===== src/rtl/tag_trunc_pkg.sv =====
package tag_trunc_pkg;
  localparam int unsigned TAG_BYTES      = 16;
  localparam int unsigned TAG_W          = TAG_BYTES * 8;
  localparam int unsigned LEN_W          = $clog2(TAG_BYTES + 1);
  localparam int unsigned XCBC_CMP_BYTES = 12;

  typedef enum logic [1:0] {
    MODE_CMAC = 2'd0,
    MODE_GCM  = 2'd1,
    MODE_XCBC = 2'd2,
    MODE_CCM  = 2'd3
  } auth_mode_e;

  typedef logic [LEN_W-1:0] len_t;
endpackage


===== src/rtl/tag_len_decode.sv =====
module tag_len_decode
  import tag_trunc_pkg::*;
(
  input  auth_mode_e  mode_i,
  input  len_t        size_i,
  input  logic [7:0]  ccm_flags_i,
  output len_t        cmp_len_o,
  output len_t        store_len_o
);
  localparam len_t FULL_LEN = len_t'(TAG_BYTES);
  localparam len_t XCBC_LEN = len_t'(XCBC_CMP_BYTES);

  logic cmac_ok, gcm_ok;
  len_t ccm_t, ccm_len;

  assign cmac_ok = size_i inside {len_t'(8), len_t'(10), len_t'(12), len_t'(14), len_t'(16)};
  assign gcm_ok  = size_i inside {len_t'(8), len_t'(12), len_t'(16)};

  // tag-length field: 2*t+2 bytes, codes 0 and 1 reserved
  assign ccm_t   = len_t'(ccm_flags_i[5:3]);
  assign ccm_len = (ccm_t < len_t'(2)) ? FULL_LEN : len_t'((ccm_t << 1) + len_t'(2));

  always_comb begin
    cmp_len_o   = FULL_LEN;
    store_len_o = FULL_LEN;
    unique case (mode_i)
      MODE_CMAC: begin
        cmp_len_o   = cmac_ok ? size_i : FULL_LEN;
        store_len_o = cmp_len_o;
      end
      MODE_GCM: begin
        cmp_len_o   = gcm_ok ? size_i : FULL_LEN;
        store_len_o = cmp_len_o;
      end
      MODE_XCBC: begin
        cmp_len_o   = XCBC_LEN;
        store_len_o = FULL_LEN;
      end
      MODE_CCM: begin
        cmp_len_o   = ccm_len;
        store_len_o = ccm_len;
      end
      default: ;
    endcase
  end
endmodule


===== config.mk =====
export PLATFORM = sky130hd
export DESIGN_NAME = tag_len_decode
export DESIGN_NICKNAME = d
export VERILOG_FILES = /design/src/rtl/tag_trunc_pkg.sv /design/src/rtl/tag_len_decode.sv
export SDC_FILE = /design/constraint.sdc
export NUM_CORES = 1
export LEC_CHECK = 0
export BUFFER_PORTS_ARGS = -buffer_cell sky130_fd_sc_hd__clkbuf_2
export CORE_AREA = 4 4 41 43
export DETAILED_ROUTE_END_ITERATION = 10
export DIE_AREA = 0 0 45 47
export PLACE_DENSITY = 0.43
export SETUP_SLACK_MARGIN = 0.5
export SYNTH_ARGS = -nofsm -noshare
export SYNTH_HDL_FRONTEND = slang
export SYNTH_SLANG_ARGS = --single-unit

===== constraint.sdc =====
create_clock -name vclk -period 2.1
set_clock_uncertainty 0.15 [all_clocks]
set_input_delay 0.42 -clock vclk [all_inputs]
set_output_delay 0.42 -clock vclk [all_outputs]
set_load 0.01 [all_outputs]

After elaboration in Yosys (flattened, before gate mapping)
Index checks and enable logic that the tools add are counted.

Memory bits (read-only): 0. Memories: 0. Bits in latches: 0. Logic and storage cells: 18. Register bits: 0. Bits in writable memories: 0.

Equality and inequality tests: 8. Bitwise logic cells: 0. Magnitude comparators: 1. $mul: 0. Div/mod/pow operators: 0. Multiplexer cells: 5. Shift operators: 0. $add $sub $neg: 1. Reductions and logical operators: 3.

Operators by type and width (count): case mux 5 bit (4 select lines) (2); == test 5 x 4 -> 1 bit (second input constant) (4); two-way mux 5 bit (3); adder 4 x 2 -> 5 bit (second input constant) (1); == test 5 bit (second input constant) (1); nonzero test 5 bit (1); == test 2 bit (second input constant) (2); < comparator 3 x 2 -> 1 bit (second input constant) (1); nonzero test 3 bit (1); == test 2 x 1 -> 1 bit (second input constant) (1); zero test 2 bit (1).

Logic depth before layout (Yosys ltp)
Gate-level depths: netlist of run 1.

Word-level depth: 4. Mapped depth: 4. Depth with buffers taken out: 4.

Worst setup path after synthesis of run 1
OpenSTA, ideal clock, no wires.

Path kind: input -> output. From: input port size_i[4]. To: output port store_len_o[1]. Arrival time: 1.434 ns. Cell stages on the path: 3. Buffers on the path: 1. Slack: 0.096 ns. Cell sequence: or4b_4 o32ai_1 buf_4.

Longest elaborated chain between the ends: 4.

Ends and longest elaborated chain: start, declared (RTL line tag_len_decode.sv:5) `input len_t size_i,`; == test 5 x 4 -> 1 bit, or another cell as far along (RTL line tag_len_decode.sv:16, tag_len_decode.sv:17); nonzero test 5 bit or nonzero test 3 bit (tied branches) (RTL line tag_len_decode.sv:16, tag_len_decode.sv:17); two-way mux 5 bit (on tied branches) (RTL line tag_len_decode.sv:28, tag_len_decode.sv:32); case mux 5 bit (4 select lines) * (RTL line tag_len_decode.sv:26) `unique case (mode_i)`; end, declared (RTL line tag_len_decode.sv:8) `output len_t store_len_o`.

Every way passes the cells marked *; elsewhere a longest branch is shown, timed or not.

Final worst setup path of run 1
From: input port size_i[0]. To: output port store_len_o[2].

The elaborated chain is that of the path after synthesis.

==> impl_metrics.toml, run 1 <==
[sta]
min_period_ns = 2.06
setup-violations-final = 0
finalMaxSlewViolations = 0
setup-tns-final_ns = 0
final-hold-violation-count = 0
fmaxAchievable_mhz = 485
layout_setup_ws_ns = 0.0361
period_share_pct = 98.3
grt_setup_unrepaired = "true"

[synth]
post-synth-top-area-cell = "sky130_fd_sc_hd__buf_4"
synth.lib_cells_used.distinct = 20
syn_avg_cell_area_um2 = 7.66
seq_area_frac_synth_pct = 0
yosys.area.top_type_share_pct = 11.8
synth_common_cells = "sky130_fd_sc_hd__buf_4, sky130_fd_sc_hd__nand2_1, sky130_fd_sc_hd__nor2_1, sky130_fd_sc_hd__nor2b_1"
yosysWarningCount = 0
synth.most_common_cell = "sky130_fd_sc_hd__buf_4"
synth.area.top_cells = "sky130_fd_sc_hd__buf_4, sky130_fd_sc_hd__a21oi_4, sky130_fd_sc_hd__or4b_4, sky130_fd_sc_hd__and4bb_1, sky130_fd_sc_hd__ha_1"
syn_area_um2 = 191
syn_inst = 25

[die]
initial_core_util_pct = 14.7
floorplan.die.height_um = 47
rows = 13
floorplan.core_area_mm2 = 0.00130
die-width_um = 45
ios = 25
design.die.area_mm2 = 0.00212

[routing]
dr_total_vias = 255
pre_antenna_drt_iters = 2
ant_nets = 0
wl_um = 584
wl_per_cell_um = 9.90
drtIter0Drc = 1
remaining_drc_errors = 0
viasPerCell = 4.32

[worst_hold_path]
number_of_cells_on_the_worst_hold_path = 3
worst_hold_startpoint = "size_i[2]"
timing.hold.worst.class = "primary input to output port"

[place]
gp_routability_congestion = 0.624
placement.setup.worst_slack_ns = 0.0247
placement.cell_area_um2 = 335
detailedPlacementHpwl_um = 525
portbufs = 18

[critical_path]
worst_setup_path_start_kind = "primary input"
timing.critical_path.slowest_stage_cell = "sky130_fd_sc_hd__or4b_4"
worst-path-stages = 5
critPathLaunch = "size_i[0]"
criticalPathCategory = "primary input to output port"
worst_ep_required_time_ns = 1.53
worst-path-max-fanout = 4
cp-endpoint = "store_len_o[2]"
critPathBufInv = 2
crit_arrival_ns = 1.49
cp_slowest_stage_delay_ns = 0.54
crit_path_cell_trace = "buf_6, or4b_4, a21oi_4, a22o_1, buf_2"
kind_of_end_point_of_the_critical_path = "output port"
timing.critical_path.max_delay_family = "simple AND/OR/NAND/NOR gates"

[power_and_ir_drop]
leakagePower_nw = 0.173
vdd_ir_drop_max_mv = 0.0662
power.density_mw_per_mm2 = 202
power_mw = 0.0749

[cells_and_area]
layout.nets = 62
stdcell_area_um2 = 372
numSequentialCells = 0
layout-drive-gt1-share_pct = 61.4
final_core_occ_pct = 28.6
antenna-diode-count = 0
nClkBuffers = 0
ff_latch_area_um2 = 0
area.growth.synth_to_final_pct = 94.1

[outcome]
run_status = "completed"

[flow_run]
timing.max_cap.violations = 0

[global_route]
global_routing_usage_summed_across_all_routing_layers_pct = 5.19
grt_antenna_before_repair = 0
via_count_of_the_first_global_routing_pass = 234
global_route_wire_length_before_repair_um = 883
grt_max_degree = 7
overflow = 0

[clock_network]
post_cts_hold_buffers = 0
-- worst min-delay path by stage --
| stage | to | slack [ns] |
|---|---|---|
| floorplan | cmp_len_o[1] | 0.78 |
| global placement | store_len_o[2] | 1.02 |
| CTS | store_len_o[2] | 1.02 |
| detailed placement | store_len_o[2] | 1.02 |
| global route | store_len_o[2] | 1.05 |
| finish | store_len_o[2] | 1.00 |
-- cell usage in the layout, fill, tap and decap left out, types with 2 or more instances in the layout --
cell	instances
sky130_fd_sc_hd__buf_2	7
sky130_fd_sc_hd__buf_6	4
sky130_fd_sc_hd__conb_1	2
sky130_fd_sc_hd__nand2_1	2
sky130_fd_sc_hd__clkbuf_2	7
sky130_fd_sc_hd__nor2b_1	2
sky130_fd_sc_hd__buf_4	3
-- cell type report --
cell class,count,area [um^2]
timing repair buffer,21,138
tap,15,18.8
multi-input combinational,23,215
fill,162,930
-- routing by layer --
layer  GRT usage [%]  vias to the layer above  part of all wire [%]
met5               0                        -                     0
met4               0                        0                     0
li1                -                      135                     -
met3            1.15                        0                    14
met2            8.47                       13                    46
met1            7.42                      107                    40
-- per-stage QoR --
stage / hold slack, ns / std cells
2_1_floorplan: 0.775 / 26
3_3_place_gp: 1.02 / 58
3_5_place_dp: 1.02 / 58
4_1_cts: 1.02 / 59
5_1_grt: 1.05 / 59
6_report: 1.00 / 59
-- power by group --
part           switching, mW  internal (mW)
logic                 0.0362         0.0387
clock network              0              0
registers                  0              0
total                 0.0362         0.0387
-- timing repair --
action                                 in CTS  in global routing
gates cloned                                0                  0
resized for setup                           2                 14
setup endpoints to repair                   8                  8
pin swaps                                   2                  4
setup buffers                               1                  0
endpoints found under the hold margin       0                  0
-- cells by family after synthesis --
logic type      count (synthesis)  share of synthesized area [%]
buf+inv                         3                           11.8
simple gates                   10                           34.0
fa+ha+maj                       1                           6.53
compound gates                  9                           40.5
other cells                     1                           1.96
mux                             1                           5.23
No activity file was read; power rests on OpenSTA's default activity.
==> run 2: changes to the inputs <==
==> constraint.sdc (replaced) <==
create_clock -name vclk -period 2.1
set_clock_uncertainty 0.15 [all_clocks]
set_input_delay 0.42 -clock vclk [all_inputs]
set_output_delay 0.42 -clock vclk [all_outputs]
set_load 0.02 [all_outputs]
==> run 2 against run 1 <==
Effect of this change: the run now ends with setup timing left; non-clock buffer count grew 1; hold slack is essentially flat; wire length grew 22%; cell count grew 1.7%; total power grew 45%; critical path depth is the same; final area grew 26%.
==> impl_metrics.toml, run 2 (same netlist as run 1, synthesis figures left out) <==
[power_and_ir_drop]
leakagePower_nw = 0.203
vdd_ir_drop_max_mv = 0.0896
power.density_mw_per_mm2 = 232
power_mw = 0.108

[global_route]
global_routing_usage_summed_across_all_routing_layers_pct = 6.77
grt_max_degree = 7
global_route_wire_length_before_repair_um = 1130
via_count_of_the_first_global_routing_pass = 285
grt_antenna_before_repair = 0
overflow = 0

[routing]
viasPerCell = 4.38
wl_per_cell_um = 11.9
dr_total_vias = 263
pre_antenna_drt_iters = 4
wl_um = 711
drtIter0Drc = 2
remaining_drc_errors = 0
ant_nets = 0

[critical_path]
crit_path_cell_trace = "buf_6, or4b_4, a21oi_4, a31o_1, clkbuf_8"
crit_arrival_ns = 1.54
criticalPathCategory = "primary input to output port"
worst_setup_path_start_kind = "primary input"
timing.critical_path.slowest_stage_cell = "sky130_fd_sc_hd__or4b_4"
kind_of_end_point_of_the_critical_path = "output port"
worst_ep_required_time_ns = 1.53
timing.critical_path.max_delay_family = "simple AND/OR/NAND/NOR gates"
cp_slowest_stage_delay_ns = 0.55
worst-path-stages = 5
critPathBufInv = 2
critPathLaunch = "size_i[4]"
cp-endpoint = "store_len_o[3]"
worst-path-max-fanout = 4

[sta]
min_period_ns = 2.11
final-hold-violation-count = 0
layout_setup_ws_ns = -0.00687
grt_setup_unrepaired = "true"
finalMaxSlewViolations = 0
setup-violations-final = 2
period_share_pct = 100
fmaxAchievable_mhz = 475

[clock_network]
post_cts_hold_buffers = 0

[cells_and_area]
mostFrequentLayoutCells = "sky130_fd_sc_hd__clkbuf_2, sky130_fd_sc_hd__buf_4, sky130_fd_sc_hd__clkbuf_8, sky130_fd_sc_hd__buf_6"
nClkBuffers = 0
ff_latch_area_um2 = 0
layout.nets = 63
fillers = 152
antenna-diode-count = 0
numSequentialCells = 0
layout-drive-gt1-share_pct = 71.1
stdcell_area_um2 = 467
final_core_occ_pct = 35.9
final_cell_count_no_fill = 60
mostFrequentLayoutCell = "sky130_fd_sc_hd__clkbuf_2"
area.growth.synth_to_final_pct = 144
area_occupied_by_multi_input_gates_um2 = 244

[worst_hold_path]
timing.hold.worst.class = "primary input to output port"
number_of_cells_on_the_worst_hold_path = 3

[die]
rows = 13
initial_core_util_pct = 14.7
design.die.area_mm2 = 0.00212
floorplan.core_area_mm2 = 0.00130
die-width_um = 45
floorplan.die.height_um = 47
ios = 25

[place]
place.detailed.instances = 57
placement.cell_area_um2 = 343
gp_routability_congestion = 0.642
detailedPlacementHpwl_um = 553
portbufs = 18

[outcome]
run_status = "finished, violations left"
violations = "setup timing"

[flow_run]
timing.max_cap.violations = 0
## run 2: cell count changes in the layout (fill, tap and decap cells not counted), sizes merged
cell    change
buf         -4
clkbuf      +5
## run 2: how the worst min path moves through the flow
stage,start,to
after floorplan,ccm_flags_i[3],cmp_len_o[1]
after global placement,size_i[2],store_len_o[2]
after detailed placement,size_i[2],store_len_o[2]
after CTS,size_i[2],store_len_o[2]
after global routing,size_i[2],store_len_o[2]
final,size_i[2],store_len_o[2]
## run 2: layout make-up
| cell class | count | share of cell area [%] |
|---|---|---|
| Multi-Input combinational cell | 23 | 52.3 |
| Tap cell | 15 | 4.02 |
| Timing Repair Buffer | 22 | 43.7 |
## run 2: tightest hold or removal path: cells and delay by family
kind	cells	cell delay (ns)
AO/OA/AOI/OAI	1	0.12
buffers and inverters	2	0.20
## run 2: what timing repair did
item / in CTS / in global routing
gates resized for setup: 15 / 14
pin swaps: 3 / 4
setup buffers: 1 / 2
setup endpoints to repair: 8 / 8
## run 2: power by group
part / switching (mW) / total [mW] / internal [mW]
Combinational: 0.0521 / 0.108 / 0.0563
Clock: 0 / 0 / 0
Sequential: 0 / 0 / 0
## run 2: per-stage QoR
| step | setup slack (ns) | setup TNS (ns) | hold WS, ns |
|---|---|---|---|
| after global placement | -0.0218 | -0.0557 | 1.05 |
| after CTS | -0.00515 | -0.00784 | 1.03 |
| final | -0.00687 | -0.0103 | 1.00 |
| after floorplan | 0.164 | 0 | 0.799 |
| after detailed placement | -0.0171 | -0.0406 | 1.05 |
| after global routing | -0.0538 | -0.204 | 1.03 |
## run 2: routing by layer
| layer | track usage [%] | vias to the layer above | wire, um |
|---|---|---|---|
| met5 | 0 | - | 0 |
| met4 | 0 | 0 | 0 |
| met3 | 0 | 0 | 66 |
| met2 | 13.3 | 12 | 335 |
| met1 | 8.76 | 118 | 309 |
| li1 | - | 133 | - |
